`src/rtl/qdec_pkg.sv`:
```
package qdec_pkg;

  localparam int CFG_MODE_HI  = 15;
  localparam int CFG_MODE_LO  = 14;
  localparam int CFG_RISE_BIT = 11;
  localparam int CFG_SWAP_BIT = 10;
  localparam int CFG_POLA_BIT = 8;
  localparam int CFG_POLB_BIT = 7;
  localparam int CFG_POLI_BIT = 6;
  localparam int CFG_POLS_BIT = 5;
  localparam int CFG_MIN_W    = 16;

  // pin lane order inside the block: 0 = A, 1 = B, 2 = index, 3 = strobe
  localparam int LANE_A   = 0;
  localparam int LANE_B   = 1;
  localparam int LANE_IDX = 2;
  localparam int LANE_STB = 3;
  localparam int NLANES   = 4;

  typedef enum logic [1:0] {
    QM_QUAD   = 2'd0,
    QM_DIRCLK = 2'd1,
    QM_UP     = 2'd2,
    QM_DOWN   = 2'd3
  } qmode_e;

  typedef struct packed {
    qmode_e              mode;
    logic                rise_only;
    logic                swap_ab;
    logic [NLANES-1:0]   invert;
  } qcfg_t;

  function automatic qcfg_t cfg_from_word(input logic [CFG_MIN_W-1:0] w);
    qcfg_t c;
    c.mode              = qmode_e'(w[CFG_MODE_HI:CFG_MODE_LO]);
    c.rise_only         = w[CFG_RISE_BIT];
    c.swap_ab           = w[CFG_SWAP_BIT];
    c.invert[LANE_A]    = w[CFG_POLA_BIT];
    c.invert[LANE_B]    = w[CFG_POLB_BIT];
    c.invert[LANE_IDX]  = w[CFG_POLI_BIT];
    c.invert[LANE_STB]  = w[CFG_POLS_BIT];
    return c;
  endfunction

  function automatic logic [CFG_MIN_W-1:0] cfg_used_mask();
    logic [CFG_MIN_W-1:0] m;
    m = '0;
    m[CFG_MODE_HI]  = 1'b1;
    m[CFG_MODE_LO]  = 1'b1;
    m[CFG_RISE_BIT] = 1'b1;
    m[CFG_SWAP_BIT] = 1'b1;
    m[CFG_POLA_BIT] = 1'b1;
    m[CFG_POLB_BIT] = 1'b1;
    m[CFG_POLI_BIT] = 1'b1;
    m[CFG_POLS_BIT] = 1'b1;
    return m;
  endfunction

endpackage

```
`src/rtl/qdec_condition.sv`:
```
module qdec_condition #(
  parameter int NIN = 4
) (
  input  logic           clk,
  input  logic           rst,
  input  logic [NIN-1:0] raw_in,
  input  logic [NIN-1:0] invert,
  input  logic           swap_ab,
  output logic [NIN-1:0] cur_q,
  output logic [NIN-1:0] prv_q,
  output logic           hist_ok
);
  import qdec_pkg::*;

  logic [NIN-1:0] flipped;
  logic [NIN-1:0] routed;
  logic           seen_one;

  // per-lane polarity
  for (genvar g = 0; g < NIN; g++) begin : g_inv
    assign flipped[g] = raw_in[g] ^ invert[g];
  end

  // optional exchange of the two phase lanes
  always_comb begin
    routed = flipped;
    if (swap_ab) begin
      routed[LANE_A] = flipped[LANE_B];
      routed[LANE_B] = flipped[LANE_A];
    end
  end

  // sample and one-deep history; hist_ok once both hold real samples
  always_ff @(posedge clk) begin
    if (rst) begin
      cur_q    <= '0;
      prv_q    <= '0;
      seen_one <= 1'b0;
      hist_ok  <= 1'b0;
    end else begin
      cur_q    <= routed;
      prv_q    <= cur_q;
      seen_one <= 1'b1;
      hist_ok  <= seen_one;
    end
  end

endmodule

```
`src/rtl/qdec_count_decode.sv`:
```
module qdec_count_decode
  import qdec_pkg::*;
(
  input  logic       clk,
  input  logic       rst,
  input  qmode_e     mode,
  input  logic       rise_only,
  input  logic [1:0] cur_ab,
  input  logic [1:0] prv_ab,
  input  logic       hist_ok,
  output logic       pulse_q,
  output logic       dir_q,
  output logic       err_q
);

  logic a_chg, b_chg, a_up, a_dn, a_qual;
  logic nx_pulse, nx_dir, nx_err;

  assign a_chg  = cur_ab[0] ^ prv_ab[0];
  assign b_chg  = cur_ab[1] ^ prv_ab[1];
  assign a_up   = cur_ab[0] & ~prv_ab[0];
  assign a_dn   = ~cur_ab[0] & prv_ab[0];
  assign a_qual = rise_only ? a_up : (a_up | a_dn);

  always_comb begin
    nx_pulse = 1'b0;
    nx_dir   = dir_q;
    nx_err   = 1'b0;
    unique case (mode)
      QM_QUAD: begin
        if (a_chg && b_chg) begin
          nx_err = 1'b1;
        end else if (a_chg || b_chg) begin
          nx_pulse = 1'b1;
          nx_dir   = cur_ab[0] ^ prv_ab[1];
        end
      end
      QM_DIRCLK: begin
        nx_pulse = a_qual;
        if (a_qual) nx_dir = cur_ab[1];
      end
      QM_UP: begin
        nx_pulse = a_qual;
        if (a_qual) nx_dir = 1'b1;
      end
      QM_DOWN: begin
        nx_pulse = a_qual;
        if (a_qual) nx_dir = 1'b0;
      end
      default: ;
    endcase
  end

  always_ff @(posedge clk) begin
    if (rst) begin
      pulse_q <= 1'b0;
      dir_q   <= 1'b0;
      err_q   <= 1'b0;
    end else begin
      pulse_q <= nx_pulse & hist_ok;
      err_q   <= nx_err & hist_ok;
      if (hist_ok) dir_q <= nx_dir;
    end
  end

endmodule

```
`src/rtl/qdec_edge_pair.sv`:
```
module qdec_edge_pair #(
  parameter int NSIG = 2
) (
  input  logic            clk,
  input  logic            rst,
  input  logic [NSIG-1:0] cur,
  input  logic [NSIG-1:0] prv,
  input  logic            hist_ok,
  output logic [NSIG-1:0] lvl_q,
  output logic [NSIG-1:0] rise_q,
  output logic [NSIG-1:0] fall_q
);

  for (genvar g = 0; g < NSIG; g++) begin : g_mark
    always_ff @(posedge clk) begin
      if (rst) begin
        lvl_q[g]  <= 1'b0;
        rise_q[g] <= 1'b0;
        fall_q[g] <= 1'b0;
      end else begin
        lvl_q[g]  <= cur[g];
        rise_q[g] <= hist_ok & cur[g] & ~prv[g];
        fall_q[g] <= hist_ok & ~cur[g] & prv[g];
      end
    end
  end

endmodule

```
`src/rtl/qdec_frontend.sv`:
```
module qdec_frontend #(
  parameter int CTRL_W = 16
) (
  input  logic              clk,
  input  logic              rst,
  input  logic [CTRL_W-1:0] ctrl_word,
  input  logic              enc_a,
  input  logic              enc_b,
  input  logic              enc_idx,
  input  logic              enc_stb,
  output logic              cnt_pulse,
  output logic              cnt_dir,
  output logic              phase_err,
  output logic              idx_lvl,
  output logic              idx_rise,
  output logic              idx_fall,
  output logic              stb_lvl,
  output logic              stb_rise,
  output logic              stb_fall
);
  import qdec_pkg::*;

  localparam int NMARK = NLANES - 2;
  localparam logic [CTRL_W-1:0] USED = CTRL_W'(cfg_used_mask());

  qcfg_t             cfg;
  logic [NLANES-1:0] raw, cur, prv;
  logic              hist_ok;
  logic [NMARK-1:0]  m_lvl, m_rise, m_fall;
  logic              ctrl_unused;

  assign cfg         = cfg_from_word(ctrl_word[CFG_MIN_W-1:0]);
  assign ctrl_unused = ^(ctrl_word & ~USED);

  assign raw[LANE_A]   = enc_a;
  assign raw[LANE_B]   = enc_b;
  assign raw[LANE_IDX] = enc_idx;
  assign raw[LANE_STB] = enc_stb;

  qdec_condition #(.NIN(NLANES)) u_cond (
    .clk     (clk),
    .rst     (rst),
    .raw_in  (raw),
    .invert  (cfg.invert),
    .swap_ab (cfg.swap_ab),
    .cur_q   (cur),
    .prv_q   (prv),
    .hist_ok (hist_ok)
  );

  qdec_count_decode u_dec (
    .clk       (clk),
    .rst       (rst),
    .mode      (cfg.mode),
    .rise_only (cfg.rise_only),
    .cur_ab    (cur[LANE_B:LANE_A]),
    .prv_ab    (prv[LANE_B:LANE_A]),
    .hist_ok   (hist_ok),
    .pulse_q   (cnt_pulse),
    .dir_q     (cnt_dir),
    .err_q     (phase_err)
  );

  qdec_edge_pair #(.NSIG(NMARK)) u_marks (
    .clk     (clk),
    .rst     (rst),
    .cur     (cur[LANE_STB:LANE_IDX]),
    .prv     (prv[LANE_STB:LANE_IDX]),
    .hist_ok (hist_ok),
    .lvl_q   (m_lvl),
    .rise_q  (m_rise),
    .fall_q  (m_fall)
  );

  assign idx_lvl  = m_lvl[0];
  assign idx_rise = m_rise[0];
  assign idx_fall = m_fall[0];
  assign stb_lvl  = m_lvl[1];
  assign stb_rise = m_rise[1];
  assign stb_fall = m_fall[1];

endmodule

```
`config.mk`:
```
export PLATFORM = sky130hd
export DESIGN_NAME = qdec_frontend
export DESIGN_NICKNAME = d
export VERILOG_FILES = /design/src/rtl/qdec_pkg.sv /design/src/rtl/qdec_condition.sv /design/src/rtl/qdec_count_decode.sv /design/src/rtl/qdec_edge_pair.sv /design/src/rtl/qdec_frontend.sv
export SDC_FILE = /design/constraint.sdc
export NUM_CORES = 1
export LEC_CHECK = 0
export BUFFER_PORTS_ARGS = -buffer_cell sky130_fd_sc_hd__buf_2
export CORE_AREA = 2 2 44 46
export DETAILED_ROUTE_END_ITERATION = 16
export DIE_AREA = 0 0 46 48
export GPL_ROUTABILITY_DRIVEN = 0
export PLACE_DENSITY = 0.64
export SETUP_SLACK_MARGIN = 0.1
export SLEW_MARGIN = 20
export SYNTH_ARGS = -nofsm -noshare
export SYNTH_HDL_FRONTEND = slang
export SYNTH_SLANG_ARGS = --single-unit
```
`constraint.sdc`:
```
create_clock -name clk -period 3.65 [get_ports clk]
set_input_delay 1.095 -clock clk [delete_from_list [all_inputs] [get_ports clk]]
set_output_delay 1.095 -clock clk [all_outputs]
set_load 0.02 [all_outputs]
```
==> results of run 1 <==
[Yosys cell counts]
master    instances  share of area [%]
o21ai_0           1               0.80
nor3b_1           5                6.0
mux2i_1           1                1.6
nand2b_1          1                1.0
nand2_1           2                1.2
xnor2_1           4                5.6
ha_1              3                6.0
buf_2             1               0.80
a211oi_1          1                1.2
and4_1            1                1.4
dfxtp_1          17                 55
nor3_1            1               0.80
xor2_1            2                2.8
nor2b_1           5                5.0
a221o_1           1                1.6
nor2_1            7                4.2
nand3_1           1               0.80
a21oi_1           1               0.80
a211o_1           1                1.4
inv_1             4                2.4
[cell families (layout without fill, tap and decap cells)]
| family | count (synthesis) | in the layout | share of synthesized area, % |
|---|---|---|---|
| AND/OR/NAND/NOR | 23 | 23 | 20.4 |
| flip-flops | 17 | 17 | 54.5 |
| XOR/XNOR | 6 | 6 | 8.42 |
| AO/OA/AOI/OAI | 5 | 5 | 5.81 |
| buffers and inverters | 5 | 30 | 3.20 |
| adder cells (fa/ha/maj) | 3 | 3 | 6.01 |
| multiplexers | 1 | 1 | 1.60 |
[cell type report]
type                            instances  area, µm²  area share [%]
Multi-Input combinational cell         38        264            34.0
Tap cell                               17       21.3            2.74
Timing Repair Buffer                   22        110            14.2
Sequential cell                        17        340            43.8
Inverter                                4       15.0            1.93
Clock buffer                            4       26.3            3.38
[metrics by stage]
stage / area [µm²] / power [W] / cells / setup slack, ns / hold slack, ns
detailed placement: 751 / 0.000249 / 98 / 1.74 / 0.422
finish: 777 / 0.000336 / 102 / 1.76 / 0.430
global route: 777 / 0.000359 / 102 / 1.69 / 0.469
CTS: 777 / 0.000344 / 102 / 1.73 / 0.437
floorplan: 624 / 0.000232 / 60 / 1.92 / 0.403
global placement: 751 / 0.000247 / 98 / 1.74 / 0.417
[sequential cells by signal, indices dropped and copies added (netlist names)]
name,cells
u_cond.cur_q,4
u_dec.pulse_q,1
u_cond.seen_one,1
u_cond.hist_ok,1
u_dec.dir_q,1
u_marks.fall_q,2
u_cond.prv_q,4
u_marks.rise_q,2
u_dec.err_q,1
[layer usage]
layer	GRT usage, %	wire, µm	vias up
li1	-	-	246
met1	10.5	383	208
met2	15.8	454	20
met3	6.04	71	0
met4	4.00	0	0
met5	0	0	-
[final timing paths]
kind	startpoint	endpoint	slack [ns]	cells past startpoint
worst max-delay path	u_cond.prv_q[2]$_SDFF_PP0_	idx_lvl	1.76	1
worst min-delay path	u_cond.cur_q[2]$_SDFF_PP0_	u_marks.fall_q[0]$_SDFF_PP0_	0.43	1
worst max register to register	u_cond.cur_q[0]$_SDFF_PP0_	u_dec.dir_q$_SDFFE_PP0P_	2.25	6
worst min register to register	u_cond.cur_q[2]$_SDFF_PP0_	u_marks.fall_q[0]$_SDFF_PP0_	0.43	1
[power by group]
group	switching, W	leakage (nW)	internal (W)
clock	0.0000502	0.0150	0.0000424
sequential	0.00000481	0.140	0.000194
combinational	0.0000223	0.219	0.0000223
[worst register-to-register path, cell delays in order, from the launching register on]
cell and delay (ns):
dfxtp_1 0.34, ha_1 0.33, inv_1 0.05, ha_1 0.19, o21ai_0 0.14, nand3_1 0.12
mux2i_1 0.13
[cells in the final DEF (no fill, tap or decap)]
master and count:
a221o_1 1, nand2_1 2, mux2i_1 1, ha_1 3
o21ai_0 1, dfxtp_1 17, nor3b_1 5, buf_2 22
xnor2_1 4, a21oi_1 1, nor2b_1 5, and4_1 1
clkbuf_1 1, a211oi_1 1, inv_1 4, a211o_1 1
nand2b_1 1, nand3_1 1, clkbuf_4 3, nor2_1 7
xor2_1 2, nor3_1 1
==> flow_summary_export.csv, run 1 <==
group,metric,value,unit
run_status,outcome,"completed",
sta,min_period_over_period,51.9,%
clock_tree,clock-sinks,17,
clock_tree,cts_resized,0,
layout,fillCellCount,176,
pwr,peakVddDrop,0.261,mV
die,io_pins,31,
detailed_routing,drtIter0Drc,11,
clock_tree,ctsHoldBuffers,0,
die,dieHeight,48,µm
clock_tree,clockRootBuffer,"clkbuf_4",
layout,final_core_util,46.0,%
sta,max_clock_freq,528,MHz
critical_path,critPathKind,"reg -> out",
yosys,synth_area_per_cell,10.4,µm²
hold_path,hp-class,"reg -> reg",
clock_tree,clk-insertion-delay-late,0.28,ns
sta,relSlewSlack,85.6,%
yosys,syn-instance-count,60,
sta,tightest_slew,0.215,ns
yosys,yosysUniqueCellTypes,20,
die,initial_core_util,37.0,%
sta,period_minus_slack,1.89,ns
layout,antenna_cells,0,
sta,final-max-slew-violation-count,0,
sta,finalSetupViolations,0,
placement,portBuffers,22,
sta,hold_viol,0,
critical_path,crit_path_start_kind,"flip-flop",
critical_path,end_kind,"output pin",
critical_path,cpMaxStageDelayCell,"dfxtp_1",
critical_path,critPathMaxFanout,3,
job,maxCapViolations,0,
global_routing,grt_max_degree,12,
clock_tree,h-tree-depth,1,
pwr,leakagePower,0.374,nW
sta,rsz0062_at_grt,"false",
clock_tree,clockBufferDepth,2,
detailed_routing,ant_nets,0,
detailed_routing,firstDrtPassIters,4,
detailed_routing,wl,908,µm
die,die-area,2210,µm²
die,fp-row-count,15,
die,coreArea,1690,µm²
yosys,synth_seq_cells,17,
clock_tree,cts.clk_slew.worst_paths,0.08,ns
detailed_routing,vias,474,
yosys,ys_seq_area_share,54.5,%
layout,area_growth,24.4,%
detailed_routing,wl_per_cell,8.90,µm
clock_tree,cts_tree,"yes",
clock_tree,cts_inserted_buffers,3,
critical_path,cp_slowest_stage_delay,0.35,ns
critical_path,critical-path-top-delay-family,"flip-flops",
clock_tree,post-cts-setup-buffers,0,
critical_path,worstPathCellList,"buf_2",
yosys,synth_fp_nets,85,
detailed_routing,via_per_inst,4.65,
critical_path,arrival,0.80,ns
critical_path,cp_data_required_time,2.55,ns
global_routing,overflow,0,
layout,nNetsFinal,111,
yosys,netlist_area,624,µm²
layout,layout-drive-gt1-share,29.4,%
critical_path,worst-path-buf-inv,1,
die,die_w,46,µm
global_routing,grt_pass1_wl,1500,µm
placement,hpwl,738,µm
pwr,p_per_area,433,nW/µm²
sta,clock_skew,0.000673,ns
detailed_routing,drc,0,
global_routing,track_usage,9.86,%
sta,fin_setup_tns,0,ns
global_routing,grt_pass1_vias,375,
global_routing,antenna_found_initial,0,
yosys,yosysWarnings,0,
Note: power is estimated with default switching activity, not from simulation.
==> inputs of run 2 (changes only) <==
Settings changed: PLACE_DENSITY 0.64 to 0.66.
Clock period 3.65 ns to 1.7 ns, I/O delays scaled along.
==> run 2 against run 1 <==
Clock power grew 120%. Wire length up 5.3%. Hold slack improved by 0.0029 ns. Worst setup slack lost 1.5 ns. Global-route usage increased by 0.54 points. Clock skew is 0.00062 ns higher. First-iteration DRC count fell by 100%. Flip-flop and latch count did not move. Design area stayed put. Via count up 0.21%. Largest cell class unchanged. Largest power group unchanged. Highest routed layer unchanged.
==> flow_summary_export.csv, run 2 (synthesis gave the netlist of run 1 again) <==
group,metric,value,unit
hold_path,hold_end,"u_marks.fall_q[0]$_SDFF_PP0_",
layout,multiInputGateArea,264,µm²
die,io_pins,31,
critical_path,cp_slowest_stage_delay,0.34,ns
global_routing,grt_max_degree,12,
critical_path,end_kind,"flip-flop",
layout,stdcell_count,102,
clock_tree,clockRootBuffer,"clkbuf_4",
critical_path,crit_top_cell,"ha_1",
critical_path,critPathKind,"reg -> reg",
critical_path,worstPathCellList,"ha_1, inv_1, ha_1, nor3_1, nor3b_1",
global_routing,antenna_found_initial,0,
die,dieHeight,48,µm
hold_path,min-delay-start,"u_cond.cur_q[2]$_SDFF_PP0_",
layout,layout_common_cells,"buf_2 (22), dfxtp_1 (17), nor2_1 (7)",
sta,rsz0062_at_grt,"false",
detailed_routing,wl,956,µm
pwr,total_power,0.000724,W
layout,layout-drive-gt1-share,29.4,%
layout,area_growth,24.4,%
die,die_w,46,µm
sta,tightest_slew,0.242,ns
hold_path,whs_path_depth,1,
detailed_routing,vias,475,
critical_path,ff2ff_path_depth,5,
placement,post-place-ws,0.305,ns
clock_tree,ctsHoldBuffers,0,
critical_path,cpMaxStageDelayCell,"dfxtp_1",
sta,period_minus_slack,1.42,ns
critical_path,arrival,1.59,ns
global_routing,overflow,0,
layout,regArea,340,µm²
sta,fin_setup_tns,0,ns
die,fp-row-count,15,
hold_path,hp-class,"reg -> reg",
sta,final-max-slew-violation-count,0,
die,initial_core_util,37.0,%
clock_tree,cts_inserted_buffers,3,
pwr,leakagePower,0.374,nW
detailed_routing,firstDrtPassIters,1,
clock_tree,clockBufferDepth,2,
sta,clock_skew,0.00130,ns
clock_tree,clock-sinks,17,
clock_tree,cts_resized,0,
clock_tree,h-tree-depth,1,
sta,finalWorstSetupSlack,0.278,ns
job,maxCapViolations,0,
die,coreArea,1690,µm²
detailed_routing,via_per_inst,4.66,
placement,portBuffers,22,
detailed_routing,ant_nets,0,
layout,final_common_cell,"buf_2",
detailed_routing,wl_per_cell,9.37,µm
placement,hpwl,795,µm
die,die-area,2210,µm²
layout,nNetsFinal,111,
global_routing,track_usage,10.4,%
clock_tree,cts_tree,"yes",
sta,hold_viol,0,
critical_path,r2r_slack,0.28,ns
critical_path,crit_path_start_kind,"flip-flop",
placement,numPlacedInstances,98,
layout,final_core_util,46.0,%
layout,antenna_cells,0,
sta,max_clock_freq,703,MHz
sta,finalSetupViolations,0,
sta,relSlewSlack,83.7,%
critical_path,timing.rr.start,"u_cond.cur_q[0]$_SDFF_PP0_",
pwr,peakVddDrop,0.573,mV
clock_tree,cts.clk_slew.worst_paths,0.09,ns
global_routing,grt_pass1_vias,422,
critical_path,critPathMaxFanout,3,
critical_path,cp_data_required_time,1.87,ns
clock_tree,clk-insertion-delay-late,0.28,ns
detailed_routing,drc,0,
layout,largestRegisters,"u_cond.cur_q: 4 flops, u_cond.prv_q: 4 flops",
global_routing,grt_pass1_wl,1550,µm
detailed_routing,drtIter0Drc,0,
layout,fillCellCount,174,
clock_tree,post-cts-setup-buffers,0,
sta,min_period_over_period,83.6,%
pwr,p_per_area,932,nW/µm²
run_status,outcome,"completed",
critical_path,r2r-end,"u_dec.pulse_q$_SDFF_PP0_",
-- run 2: cell counts in the layout (fill, tap and decap cells not counted) --
Identical to the previous run, type by type.
-- run 2: stage by stage --
stage | hold WS, ns | cell area (µm²)
finish | 0.433 | 777
floorplan | 0.403 | 624
global placement | 0.416 | 751
CTS | 0.436 | 777
global route | 0.438 | 777
detailed placement | 0.423 | 751
-- run 2: area by class of cell --
cell class                      instances  share of cell area [%]
Timing Repair Buffer                   22                    14.2
Sequential cell                        17                    43.8
Inverter                                4                    1.93
Multi-Input combinational cell         38                    34.0
Clock buffer                            4                    3.38
Tap cell                               17                    2.74
-- run 2: critical path: cells and delay by family (launching register included) --
kind          cells  cell delay, ns
simple gates      2            0.29
buf+inv           1            0.06
flops             1            0.34
fa+ha+maj         2            0.62
-- run 2: how the worst max path moves through the flow --
stage	slack, ns	to	depth (start not counted)	from
5_1_grt	0.15	u_dec.dir_q$_SDFFE_PP0P_	7	u_cond.prv_q[0]$_SDFF_PP0_
4_1_cts	0.27	u_dec.dir_q$_SDFFE_PP0P_	6	u_cond.cur_q[0]$_SDFF_PP0_
6_report	0.28	u_dec.pulse_q$_SDFF_PP0_	5	u_cond.cur_q[0]$_SDFF_PP0_
3_5_place_dp	0.30	u_dec.dir_q$_SDFFE_PP0P_	6	u_cond.cur_q[0]$_SDFF_PP0_
3_3_place_gp	0.31	u_dec.dir_q$_SDFFE_PP0P_	6	u_cond.cur_q[0]$_SDFF_PP0_
2_1_floorplan	0.40	u_dec.dir_q$_SDFFE_PP0P_	6	u_cond.cur_q[0]$_SDFF_PP0_
-- run 2: metal layers --
layer	GRT usage [%]	wire (µm)
met5	0	0
met4	3.43	0
met3	6.79	83
met2	17.8	479
met1	10.3	393
-- run 2: power breakdown --
| part | switching (W) | internal (W) | total [W] | leakage, nW |
|---|---|---|---|---|
| Combinational | 0.0000490 | 0.0000479 | 0.0000968 | 0.219 |
| Clock | 0.000109 | 0.0000910 | 0.000200 | 0.0150 |
| Sequential | 0.0000105 | 0.000417 | 0.000427 | 0.140 |
| Total | 0.000168 | 0.000556 | 0.000724 | 0.374 |
